==> config.mk <==
export PLATFORM = sky130hd
export DESIGN_NAME = col_sqe_top
export DESIGN_NICKNAME = d
export VERILOG_FILES = /design/src/rtl/col_sqe_pkg.sv /design/src/rtl/col_test_delay.sv /design/src/rtl/col_sqe_timer.sv /design/src/rtl/col_sqe_top.sv
export SDC_FILE = /design/constraint.sdc
export NUM_CORES = 1
export LEC_CHECK = 0
export ABC_AREA = 1
export BUFFER_PORTS_ARGS = -buffer_cell sky130_fd_sc_hd__buf_2
export CORE_AREA = 2 2 39 41
export DETAILED_ROUTE_END_ITERATION = 16
export DIE_AREA = 0 0 41 43
export PLACE_DENSITY_LB_ADDON = 0.1
export SYNTH_ARGS = -nofsm -noshare
export SYNTH_HDL_FRONTEND = slang
export SYNTH_HIERARCHICAL = 1
export SYNTH_SLANG_ARGS = --single-unit
export TNS_END_PERCENT = 20
==> constraint.sdc <==
create_clock -name clk_i -period 1.4 [get_ports clk_i]
set_input_delay 0.07 -clock clk_i [delete_from_list [all_inputs] [get_ports clk_i]]
set_output_delay 0.07 -clock clk_i [all_outputs]
set_load 0.05 [all_outputs]
==> src/rtl/col_sqe_pkg.sv <==
package col_sqe_pkg;
  typedef enum logic [1:0] {
    SQE_IDLE  = 2'd0,
    SQE_GAP   = 2'd1,
    SQE_PULSE = 2'd2
  } sqe_state_e;
endpackage

==> src/rtl/col_test_delay.sv <==
module col_test_delay #(
  parameter int unsigned DLY = 2
) (
  input  logic clk_i,
  input  logic rst_ni,
  input  logic tick_i,
  input  logic tx_en_i,
  output logic test_o
);
  logic [DLY-1:0] dly_q;

  always_ff @(posedge clk_i or negedge rst_ni) begin
    if (!rst_ni) begin
      dly_q <= '0;
    end else if (tick_i) begin
      dly_q[0] <= tx_en_i;
      for (int i = 1; i < int'(DLY); i++) dly_q[i] <= dly_q[i-1];
    end
  end

  assign test_o = dly_q[DLY-1];


  test_rise_on_tick_chk: assert property (@(posedge clk_i) disable iff (!rst_ni)
    $rose(test_o) |-> $past(tick_i));

  test_fall_on_tick_chk: assert property (@(posedge clk_i) disable iff (!rst_ni)
    $fell(test_o) |-> $past(tick_i));
endmodule

==> src/rtl/col_sqe_timer.sv <==
module col_sqe_timer
  import col_sqe_pkg::*;
#(
  parameter int unsigned GAP = 20,
  parameter int unsigned LEN = 10
) (
  input  logic clk_i,
  input  logic rst_ni,
  input  logic tick_i,
  input  logic tx_en_i,
  input  logic enable_i,
  output logic pulse_o
);
  localparam int unsigned MaxCnt = (GAP > LEN) ? GAP : LEN;
  localparam int unsigned CntW   = $clog2(MaxCnt + 1);
  localparam logic [CntW-1:0] GapLast = CntW'(GAP - 1);
  localparam logic [CntW-1:0] LenLast = CntW'(LEN - 1);

  sqe_state_e     state_q;
  logic [CntW-1:0] cnt_q;
  logic            tx_q;

  always_ff @(posedge clk_i or negedge rst_ni) begin
    if (!rst_ni) begin
      state_q <= SQE_IDLE;
      cnt_q   <= '0;
      tx_q    <= 1'b0;
    end else begin
      tx_q <= tx_en_i;
      if (tx_en_i || !enable_i) begin
        state_q <= SQE_IDLE;
        cnt_q   <= '0;
      end else if (tx_q) begin
        // falling edge of transmit enable arms the heartbeat
        state_q <= SQE_GAP;
        cnt_q   <= '0;
      end else if (tick_i) begin
        unique case (state_q)
          SQE_GAP: begin
            if (cnt_q == GapLast) begin
              state_q <= SQE_PULSE;
              cnt_q   <= '0;
            end else cnt_q <= cnt_q + 1'b1;
          end
          SQE_PULSE: begin
            if (cnt_q == LenLast) begin
              state_q <= SQE_IDLE;
              cnt_q   <= '0;
            end else cnt_q <= cnt_q + 1'b1;
          end
          default: ;
        endcase
      end
    end
  end

  assign pulse_o = (state_q == SQE_PULSE);


  sqe_cancel_tx_chk: assert property (@(posedge clk_i) disable iff (!rst_ni)
    tx_en_i |=> !pulse_o);

  sqe_cancel_dis_chk: assert property (@(posedge clk_i) disable iff (!rst_ni)
    !enable_i |=> !pulse_o);

  sqe_start_on_tick_chk: assert property (@(posedge clk_i) disable iff (!rst_ni)
    $rose(pulse_o) |-> $past(tick_i));
endmodule

==> src/rtl/col_sqe_top.sv <==
module col_sqe_top #(
  parameter int unsigned TEST_DLY = 2,
  parameter int unsigned SQE_GAP  = 20,
  parameter int unsigned SQE_LEN  = 10
) (
  input  logic clk_i,
  input  logic rst_ni,
  input  logic bit_tick_i,
  input  logic tx_en_i,
  input  logic rx_active_i,
  input  logic full_duplex_i,
  input  logic speed_10_i,
  input  logic col_test_i,
  input  logic sqe_dis_i,
  output logic col_o
);
  logic test_col;
  logic sqe_pulse;
  logic sqe_en;
  logic col_d;

  assign sqe_en = speed_10_i && !full_duplex_i && !sqe_dis_i;

  col_test_delay #(.DLY(TEST_DLY)) u_test (
    .clk_i   (clk_i),
    .rst_ni  (rst_ni),
    .tick_i  (bit_tick_i),
    .tx_en_i (tx_en_i),
    .test_o  (test_col)
  );

  col_sqe_timer #(.GAP(SQE_GAP), .LEN(SQE_LEN)) u_sqe (
    .clk_i    (clk_i),
    .rst_ni   (rst_ni),
    .tick_i   (bit_tick_i),
    .tx_en_i  (tx_en_i),
    .enable_i (sqe_en),
    .pulse_o  (sqe_pulse)
  );

  assign col_d = !full_duplex_i &&
                 ((tx_en_i && rx_active_i) || (col_test_i && test_col) || sqe_pulse);

  always_ff @(posedge clk_i or negedge rst_ni) begin
    if (!rst_ni) col_o <= 1'b0;
    else         col_o <= col_d;
  end


  fdx_silent_chk: assert property (@(posedge clk_i) disable iff (!rst_ni)
    full_duplex_i |=> !col_o);

  overlap_col_chk: assert property (@(posedge clk_i) disable iff (!rst_ni)
    (tx_en_i && rx_active_i && !full_duplex_i) |=> col_o);

  no_sqe_100m_chk: assert property (@(posedge clk_i) disable iff (!rst_ni)
    !speed_10_i |=> !sqe_pulse);
endmodule

==> results of run 1 <==
==> metrics by stage <==
step	cell area [um^2]	power [uW]	std cells	hold slack, ns
after CTS	796	623	135	0.0176
after global placement	749	392	129	-0.0435
final	798	610	135	0.0239
after global routing	798	651	135	0.0479
after detailed placement	749	393	129	-0.0451
after floorplan	684	367	104	-0.226
==> power by group <==
part	internal (uW)	switching [uW]
sequential	327	4.75
combinational	22.4	35.2
clock	110	109
total	460	149
==> layout make-up <==
cell class	instances	area (um^2)	share of cell area
clock buffer	4	26.3	0.0329
inverter	25	93.8	0.118
multi-input combinational	68	318	0.398
sequential	11	275	0.345
tap	16	20.0	0.0251
timing repair buffer	11	65.1	0.0815
==> sequential cells by signal (all words and copies together) (netlist names) <==
| name | flops |
|---|---|
| u_sqe/state_q | 2 |
| u_sqe/tx_q | 1 |
| u_sqe/cnt_q | 5 |
| col_o | 1 |
| u_test/dly_q | 2 |
==> worst max-delay path, stage by stage, from the launching register on <==
cell and delay (ns):
dfrtp_1 0.40, inv_1 0.09, ha_1 0.14, nand2_1 0.05, inv_1 0.05, nand2_1 0.05
nand2_2 0.07, nand2_2 0.08, nand2_1 0.07, nand2_1 0.04, nand2_1 0.05, inv_1 0.04
==> logic make-up (layout without fill, tap and decap cells) <==
family | count (synthesis) | in the layout
flip-flops | 11 | 11
buffers and inverters | 25 | 40
AND/OR/NAND/NOR | 62 | 62
AO/OA/AOI/OAI | 4 | 4
adder cells (fa/ha/maj) | 2 | 2
==> placed cells by master (no fill, tap or decap), drive strengths merged <==
master / netlist / layout
buf: 0 / 9
nand2: 44 / 44
nand3: 7 / 7
nor2: 10 / 10
a21oi: 2 / 2
o21ai: 2 / 2
clkbuf: 0 / 4
dfrtp: 11 / 11
nand4: 1 / 1
inv: 25 / 25
dlygate4sd3: 0 / 2
ha: 2 / 2
==> metal layers <==
metal / track usage / part of all wire / up-vias
met4: 0.140 / 0.027 / 0
met5: 0 / 0 / -
met1: 0.289 / 0.54 / 241
met3: 0.0576 / 0.037 / 4
li1: - / - / 332
met2: 0.250 / 0.40 / 14
==> worst max path at each step <==
stage                    from        endpoint  slack [ns]  cells after the start
3_3_place_gp   u_sqe/cnt_q[1]  u_sqe/cnt_q[2]        0.17                     11
5_1_grt        u_sqe/cnt_q[0]  u_sqe/cnt_q[3]      0.0006                     10
6_report       u_sqe/cnt_q[1]  u_sqe/cnt_q[3]        0.17                     11
4_1_cts        u_sqe/cnt_q[0]  u_sqe/cnt_q[0]        0.12                      8
3_5_place_dp   u_sqe/cnt_q[0]  u_sqe/cnt_q[0]        0.14                      8
2_1_floorplan  u_sqe/cnt_q[0]  u_sqe/cnt_q[2]        0.25                     10
==> cell usage after synthesis (all sizes together) <==
master,n
dfrtp,11
a21oi,2
nand2,44
o21ai,2
nand4,1
inv,25
nor2,10
nand3,7
ha,2
==> what timing repair did <==
item	in CTS	in global routing
hold buffers	2	0
setup endpoints to repair	0	3
gates resized for setup	0	1
endpoints found under the hold margin	12	0
==> out/metrics.cfg, run 1 <==
[routing]
vias=591
post_drt_wl_per_cell_um=9.17
drt-total-wl_mm=1.24
drt_iter0_drc=23
drc=0
ant_nets=0
drtPass1Iterations=4
via_per_inst=4.38

[synthesis]
synth_top_family_by_area=simple AND/OR/NAND/NOR gates
yosys_warnings=6
synthAdderAreaFrac=0.0366
synth_compound_area_frac=0.0347
ys_ff_latch=11
synth-simple-area-share=0.389
synth_top_cell_by_area=dfrtp_1
syn_inst=104
synth_xor_area_frac=0
synth_nets=115
synth_area_leaders=dfrtp_1 (40%), nand2_1 (21%), inv_1 (13%)
muxShareOfSynthArea=0
synth.cell_area_um2=684
synth-seq-area-share=0.402
synth.distinct_cells=15
synth_area_per_cell_um2=6.58
synth_top_area_frac=0.402

[clock_tree]
cts_root_buffer=clkbuf_4
clk_pin_slew_ns=0.07
cts_setup_buffers=0
cts_htree_levels=1
cts_sinks=11
clkLatencyLatePin_ns=0.27
numCtsBuffers=3
cts_tree=built
clk_path_buf_depth=2

[final_layout]
final_util=0.577
drive_gt1_frac=0.185
diodes=0
nets=131
fillers=136
area_growth_pct=16.6

[floorplan]
die_x_um=41
coreArea_um2=1380
ioPinCount=10
start_util=0.495
fp-row-count=14
die_area_um2=1760
die-height_um=43

[worst_setup_path]
cp-start-kind=register
cp-end-kind=register
required_ns=1.57
rr_endpoint=u_sqe/cnt_q[3]
worstRegToRegCells=11
cp.arrival_ns=1.40
worst-setup-path-type=reg2reg
reg2reg_from=u_sqe/cnt_q[1]
reg2reg_slack_ns=0.17
path_max_fanout=5

[placed_design]
port_buffers=9
pre_cts_ws_ns=0.140
gp_congestion=0.822
place.detailed.hpwl_um=947

[global_route]
grt_max_degree=12
grt_remaining_overflow=0
grt_pass1_wl_mm=2.32
grt_pass1_vias=568
antenna_found_initial=0
grt_use_total=0.201

[sta]
final.setup_skew_ns=0.000344
fin_crit_ns=1.23
fmax_ghz=0.812
setup_tns_ns=0
finalCritPeriodShare=0.880
final_max_slew_viol_count=0
setup_slack_ns=0.168
slew_headroom=0.835
finalHoldViolCount=0
rsz0062_at_grt=no
setup_viol=0
worst_pin_slew_ns=0.247

[power_and_ir_drop]
power_density_nw_per_um2=764
peakVddDrop_uv=560
leakage_uw=0.000504

[hold_path]
min_from=full_duplex_i
hold_path_end=col_o
hold_depth=4
holdCritPathClass=in2reg

[status]
status=finished clean

[job]
drv_cap=0

No activity file was read; power rests on OpenSTA's default activity.
==> inputs of run 2 (changes only) <==
==> constraint.sdc (replaced) <==
create_clock -name clk_i -period 1.4 [get_ports clk_i]
set_input_delay 0.21 -clock clk_i [delete_from_list [all_inputs] [get_ports clk_i]]
set_output_delay 0.21 -clock clk_i [all_outputs]
set_load 0.05 [all_outputs]
==> run 2 against run 1 <==
Core utilization down 0.72 points. Via count up 5.4%. Combinational power shrank 3%. Sequential share of layout area up 0.44 points. Count of clock-buffer cells in the layout unchanged. Clock power shrank 5%.
==> out/metrics.cfg, run 2 (synthesis gave the netlist of run 1 again) <==
[routing]
drt-total-wl_mm=1.25  ; was 1.24 mm
drtPass1Iterations=6  ; was 4
ant_nets=0  ; unchanged
drc=0  ; unchanged
drt_iter0_drc=17  ; was 23
post_drt_wl_per_cell_um=9.31  ; was 9.17 um
via_per_inst=4.65  ; was 4.38
vias=623  ; was 591

[floorplan]
die-height_um=43  ; unchanged
ioPinCount=10  ; unchanged
die_x_um=41  ; unchanged
coreArea_um2=1380  ; unchanged
fp-row-count=14  ; unchanged
start_util=0.495  ; unchanged
die_area_um2=1760  ; unchanged

[clock_tree]
clk_pin_slew_ns=0.06  ; was 0.07 ns
clkLatencyLatePin_ns=0.26  ; was 0.27 ns
numCtsBuffers=3  ; unchanged
cts_root_buffer=clkbuf_4  ; unchanged
cts_setup_buffers=0  ; unchanged
cts_tree=built  ; unchanged
cts_htree_levels=1  ; unchanged
cts_sinks=11  ; unchanged
clk_path_buf_depth=2  ; unchanged

[sta]
slew_headroom=0.839  ; was 0.835
setup_slack_ns=0.124  ; was 0.168 ns
final.setup_skew_ns=0.000182  ; was 0.000344 ns
fin_crit_ns=1.28  ; was 1.23 ns
finalHoldViolCount=0  ; unchanged
final_max_slew_viol_count=0  ; unchanged
setup_tns_ns=0  ; unchanged
setup_viol=0  ; unchanged
worst_pin_slew_ns=0.241  ; was 0.247 ns
rsz0062_at_grt=no  ; unchanged
finalCritPeriodShare=0.911  ; was 0.880
fmax_ghz=0.784  ; was 0.812 GHz

[worst_setup_path]
cp-end-kind=register  ; unchanged
cpMostUsedCell=nand2_1  ; unchanged
cp.arrival_ns=1.44  ; was 1.40 ns
required_ns=1.56  ; was 1.57 ns
crit_chain=ha_2 -> nand2_1 -> inv_1 -> nand2_1 -> nand2_1 -> nand2_2 -> nand2_1 -> nand2_1 -> nand2_1 -> inv_1  ; was inv_1 -> ha_1 -> nand2_1 -> inv_1 -> nand2_1 -> nand2_2 -> nand2_2 -> nand2_1 -> nand2_1 -> nand2_1 -> inv_1
cp-start-kind=register  ; unchanged
cp_top_family=simple AND/OR/NAND/NOR gates  ; unchanged
cp_num_buf_inv=2  ; was 3
path_max_fanout=5  ; unchanged
cp_slowest_cell=dfrtp_1  ; unchanged
worst-setup-path-type=reg2reg  ; unchanged
slowest_delay_ns=0.40  ; about the same

[final_layout]
final_common_cell=nand2_1  ; unchanged
drive_gt1_frac=0.186  ; was 0.185
reg_top3=u_sqe/cnt_q x5, u_sqe/state_q x2, u_test/dly_q x2  ; unchanged
final_cell_mix=nand2_1 (38), inv_1 (24), dfrtp_1 (11)  ; unchanged
diodes=0  ; unchanged
nets=130  ; was 131
area_growth_pct=15.2  ; was 16.6%
largest_reg_flops=5  ; unchanged
regMostFlops=u_sqe/cnt_q  ; unchanged

[global_route]
antenna_found_initial=0  ; unchanged
grt_pass1_wl_mm=1.98  ; was 2.32 mm
grt_pass1_vias=485  ; was 568
grt_remaining_overflow=0  ; unchanged
grt_use_total=0.172  ; was 0.201
grt_max_degree=12  ; unchanged

[power_and_ir_drop]
peakVddDrop_uv=502  ; was 560 uV
power_density_nw_per_um2=757  ; was 764 nW/um^2
leakage_uw=0.000500  ; was 0.000504 uW

[hold_path]
holdCritPathClass=in2reg  ; unchanged

[placed_design]
place.detailed.hpwl_um=984  ; was 947 um
gp_congestion=0.768  ; was 0.822
port_buffers=9  ; unchanged
pre_cts_ws_ns=0.127  ; was 0.140 ns

[job]
drv_cap=0  ; unchanged

[status]
status=finished clean  ; unchanged

==> run 2: cell types whose count changed in the layout (fill, tap and decap cells not counted), sizes merged <==
cell / before / now
dlygate4sd3: 2 / 1
==> run 2: timing repair <==
item,CTS,global route
gates resized for setup,0,1
hold buffers,1,0
endpoints found under the setup margin,0,1
hold endpoints to repair,11,0
==> run 2: layer usage <==
| layer | up-vias | wire, um | global-route usage |
|---|---|---|---|
| met3 | 2 | 46 | 0.0366 |
| met1 | 273 | 639 | 0.253 |
| met4 | 0 | 8 | 0.120 |
| li1 | 332 | - | - |
| met5 | - | 0 | 0 |
| met2 | 16 | 552 | 0.219 |
==> run 2: final timing paths <==
| check | depth (start not counted) | slack (ns) | endpoint | from |
|---|---|---|---|---|
| max | 10 | 0.12 | u_sqe/cnt_q[2] | u_sqe/cnt_q[0] |
| min | 1 | 0.10 | u_sqe/tx_q | tx_en_i |
| max reg2reg | 10 | 0.12 | u_sqe/cnt_q[2] | u_sqe/cnt_q[0] |
| min reg2reg | 2 | 0.48 | u_sqe/state_q[0] | u_sqe/tx_q |
| max in group asynchronous | 2 | 0.85 | u_sqe/cnt_q[2] | rst_ni |
| min in group asynchronous | 2 | 0.35 | u_test/dly_q[1] | rst_ni |
==> run 2: through the flow <==
stage / power (uW) / std cells / area, um^2 / utilization / hold WS [ns]
detailed placement: 393 / 129 / 749 / 0.542 / 0.0922
finish: 597 / 134 / 788 / 0.570 / 0.102
CTS: 611 / 134 / 786 / 0.568 / 0.0906
global route: 629 / 134 / 788 / 0.570 / 0.105
floorplan: 367 / 104 / 684 / - / -0.0856
global placement: 392 / 129 / 749 / 0.542 / 0.0916
==> run 2: cell type report <==
type | instances | area [um^2]
timing repair buffer | 10 | 55.1
inverter | 25 | 93.8
sequential | 11 | 275
clock buffer | 4 | 26.3
multi-input combinational | 68 | 318
tap | 16 | 20.0
fill | 128 | 596
==> run 2: power by group <==
| group | switching (uW) | total (uW) | internal [uW] |
|---|---|---|---|
| combinational | 35.3 | 56.0 | 20.7 |
| sequential | 4.54 | 332 | 327 |
| clock | 98.5 | 209 | 110 |
==> inputs of run 3 (changes only) <==
--- a/config.mk
+++ b/config.mk
@@ -5,7 +5,6 @@
 export SDC_FILE = /design/constraint.sdc
 export NUM_CORES = 1
 export LEC_CHECK = 0
-export ABC_AREA = 1
 export BUFFER_PORTS_ARGS = -buffer_cell sky130_fd_sc_hd__buf_2
 export CORE_AREA = 2 2 39 41
 export DETAILED_ROUTE_END_ITERATION = 16
==> run 3 against run 2 <==
The run now ends with negative setup slack left. Non-clock buffer count increased by 7. Routed wire length increased by 14%. Cell area decreased by 1.1%. Sequential power barely moved. Clock skew increased by 0.0027 ns. Core utilization is 0.63 points lower. Sequential cell count is the same. Sequential share of layout area grew 0.39 points. Final cell count shrank 28%. Clock power about the same. Largest cell class unchanged.
==> out/metrics.cfg, run 3 <==
[final_layout]
regMostFlops=u_sqe/cnt_q  ; unchanged
regArea_um2=275  ; unchanged
reg_top3=u_sqe/cnt_q x5, u_sqe/state_q x2, u_test/dly_q x2  ; unchanged
nets=92  ; was 130
final_util=0.563  ; was 0.570
design_area_um2=779  ; was 788 um^2
largest_reg_flops=5  ; unchanged
area_growth_pct=25.6  ; was 15.2%
drive_gt1_frac=0.338  ; was 0.186
multiInputGateArea_um2=343  ; was 318 um^2
final_common_cell=dfrtp_1  ; was nand2_1
final_cell_mix=dfrtp_1 (11), buf_2 (9), buf_4 (7)  ; was nand2_1 (38), inv_1 (24), dfrtp_1 (11)
fillers=132  ; was 128
diodes=0  ; unchanged

[placed_design]
port_buffers=9  ; unchanged
dpl-instance-area_um2=733  ; was 749 um^2
place.detailed.hpwl_mm=1.04  ; was 984 um
gp_congestion=0.764  ; was 0.768

[sta]
fmax_ghz=0.709  ; was 0.784 GHz
finalCritPeriodShare=1.01  ; was 0.911
finalHoldViolCount=0  ; unchanged
worst_pin_slew_ns=0.372  ; was 0.241 ns
final.setup_skew_ns=0.00287  ; was 0.000182 ns
fin_crit_ns=1.41  ; was 1.28 ns
setup_viol=1  ; was 0
whs_ns=0.111  ; was 0.102 ns
setup_tns_ns=-0.0113  ; was 0 ns
final_max_slew_viol_count=0  ; unchanged
rsz0062_at_grt=yes  ; was no
slew_headroom=0.750  ; was 0.839
setup_slack_ns=-0.0113  ; was 0.124 ns

[routing]
ant_nets=0  ; unchanged
drtPass1Iterations=4  ; was 6
post_drt_wl_per_cell_um=14.8  ; was 9.31 um
via_per_inst=5.46  ; was 4.65
drt_iter0_drc=31  ; was 17
drc=0  ; unchanged
vias=524  ; was 623
drt-total-wl_mm=1.42  ; was 1.25 mm

[floorplan]
die-height_um=43  ; unchanged
fp-row-count=14  ; unchanged
die_area_um2=1760  ; unchanged
coreArea_um2=1380  ; unchanged
ioPinCount=10  ; unchanged
die_x_um=41  ; unchanged
start_util=0.448  ; was 0.495

[global_route]
antenna_found_initial=0  ; unchanged
grt_use_total=0.194  ; was 0.172
grt_max_degree=12  ; unchanged
grt_remaining_overflow=0  ; unchanged
grt_pass1_vias=529  ; was 485
grt_pass1_wl_mm=2.29  ; was 1.98 mm

[power_and_ir_drop]
power_density_nw_per_um2=778  ; was 757 nW/um^2
peakVddDrop_uv=508  ; was 502 uV
leakage_uw=0.000326  ; was 0.000500 uW

[synthesis]
ys_ff_latch=11  ; unchanged
synth.distinct_cells=25  ; was 15
synth_edf_count=0  ; unchanged
synth_flop_cell=dfrtp_1  ; unchanged
yosys_warnings=6  ; unchanged
synth_top_cell_by_area=dfrtp_1  ; unchanged
synth_area_leaders=dfrtp_1 (44%), xnor2_1 (5.6%), and4bb_1 (4.0%)  ; was dfrtp_1 (40%), nand2_1 (21%), inv_1 (13%)
syn_inst=60  ; was 104
synth-seq-area-share=0.444  ; was 0.402
async_flop_share=1.00  ; unchanged
synth_compound_area_frac=0.135  ; was 0.0347
synth_top_family_by_area=simple AND/OR/NAND/NOR gates  ; unchanged
synth.cell_area_um2=621  ; was 684 um^2
synth_area_per_cell_um2=10.3  ; was 6.58 um^2
muxShareOfSynthArea=0.0524  ; was 0
synth_common_cells=dfrtp_1 (11), nor2_1 (6), nand2_1 (4), xnor2_1 (4)  ; was nand2_1 (38), inv_1 (24), dfrtp_1 (11)
synthAdderAreaFrac=0.0403  ; was 0.0366
synth_top_area_frac=0.444  ; was 0.402
synth_nets=71  ; was 115
yosysMostFrequentCell=dfrtp_1  ; was nand2_1
synth_xor_area_frac=0.0565  ; was 0
synth-simple-area-share=0.252  ; was 0.389

[clock_tree]
numCtsBuffers=3  ; unchanged
cts_htree_levels=1  ; unchanged
clk_pin_slew_ns=0.07  ; was 0.06 ns
clkLatencyLatePin_ns=0.26  ; about the same
cts_tree=built  ; unchanged
cts_root_buffer=clkbuf_4  ; unchanged
clk_path_buf_depth=2  ; unchanged
cts_sinks=11  ; unchanged

[worst_setup_path]
cp-start-kind=register  ; unchanged
required_ns=1.59  ; was 1.56 ns
path_max_fanout=4  ; was 5
cp-end-kind=register  ; unchanged
worst-setup-path-type=reg2reg  ; unchanged
cp.arrival_ns=1.60  ; was 1.44 ns

[hold_path]
holdCritPathClass=in2reg  ; unchanged

[job]
drv_cap=0  ; unchanged

[status]
violations=negative setup slack
status=finished, violations left  ; was finished clean

[run 3: cell types whose count changed after synthesis, moves of 3 or more]
cell and delta:
inv_1 -22, nand3b_1 +3, nor3b_1 +3, xnor2_1 +4, nand3_1 -5, nand2_2 -5
nand2_1 -34, nor2_1 -3
[run 3: metrics by stage]
stage                     setup slack, ns  total power (uW)  cells
after floorplan                    0.0479               371     60
final                             -0.0113               607     96
after global routing              -0.0902               648     96
after detailed placement          -0.0855               399     91
after CTS                         0.00282               621     96
after global placement            -0.0209               399     91
[run 3: worst max-delay path, stage by stage (launching register included)]
cell      delay [ns]
dfrtp_1         0.41
ha_2            0.20
and4bb_2        0.26
mux2i_1         0.18
nand3b_1        0.12
a21oi_2         0.17
[run 3: what timing repair did]
item | in CTS | in global routing
pin swaps | 0 | 3
gates resized for setup | 2 | 2
endpoints found under the hold margin | 11 | 0
hold buffers | 1 | 0
buffers inserted | 0 | 0
endpoints found under the setup margin | 3 | 7
[run 3: routing by layer]
layer	global-route usage	wire (um)
met2	0.281	651
met4	0.0800	19
met1	0.268	684
met3	0.0471	65
met5	0	0
[run 3: layout make-up]
| type | instances | share of cell area |
|---|---|---|
| inverter | 2 | 0.00963 |
| clock buffer | 4 | 0.0337 |
| sequential | 11 | 0.353 |
| tap | 16 | 0.0257 |
| multi-input combinational | 46 | 0.440 |
| timing repair buffer | 17 | 0.138 |
[run 3: path summary, 6_finish.rpt]
| check | startpoint | to | slack [ns] | cells past startpoint |
|---|---|---|---|---|
| max | u_sqe/cnt_q[1] | u_sqe/cnt_q[1] | -0.01 | 5 |
| min | full_duplex_i | col_o | 0.11 | 2 |
| max reg2reg | u_sqe/cnt_q[1] | u_sqe/cnt_q[1] | -0.01 | 5 |
| min reg2reg | u_test/dly_q[0] | u_test/dly_q[0] | 0.52 | 1 |
| max in group asynchronous | rst_ni | u_test/dly_q[1] | 0.85 | 2 |
| min in group asynchronous | rst_ni | u_sqe/cnt_q[2] | 0.34 | 2 |
[run 3: cell families (layout without fill, tap and decap cells)]
kind of cell | Yosys count | count (layout)
buffers and inverters | 3 | 23
AND/OR/NAND/NOR | 25 | 25
multiplexers | 3 | 3
adder cells (fa/ha/maj) | 2 | 2
flip-flops | 11 | 11
AO/OA/AOI/OAI | 12 | 12
XOR/XNOR | 4 | 4
[run 3: where the power goes]
part           internal, uW  total [uW]  switching (uW)
combinational          26.1        59.5            33.4
sequential              329         335            6.26
clock                   110         212             102
total                   465         607             141
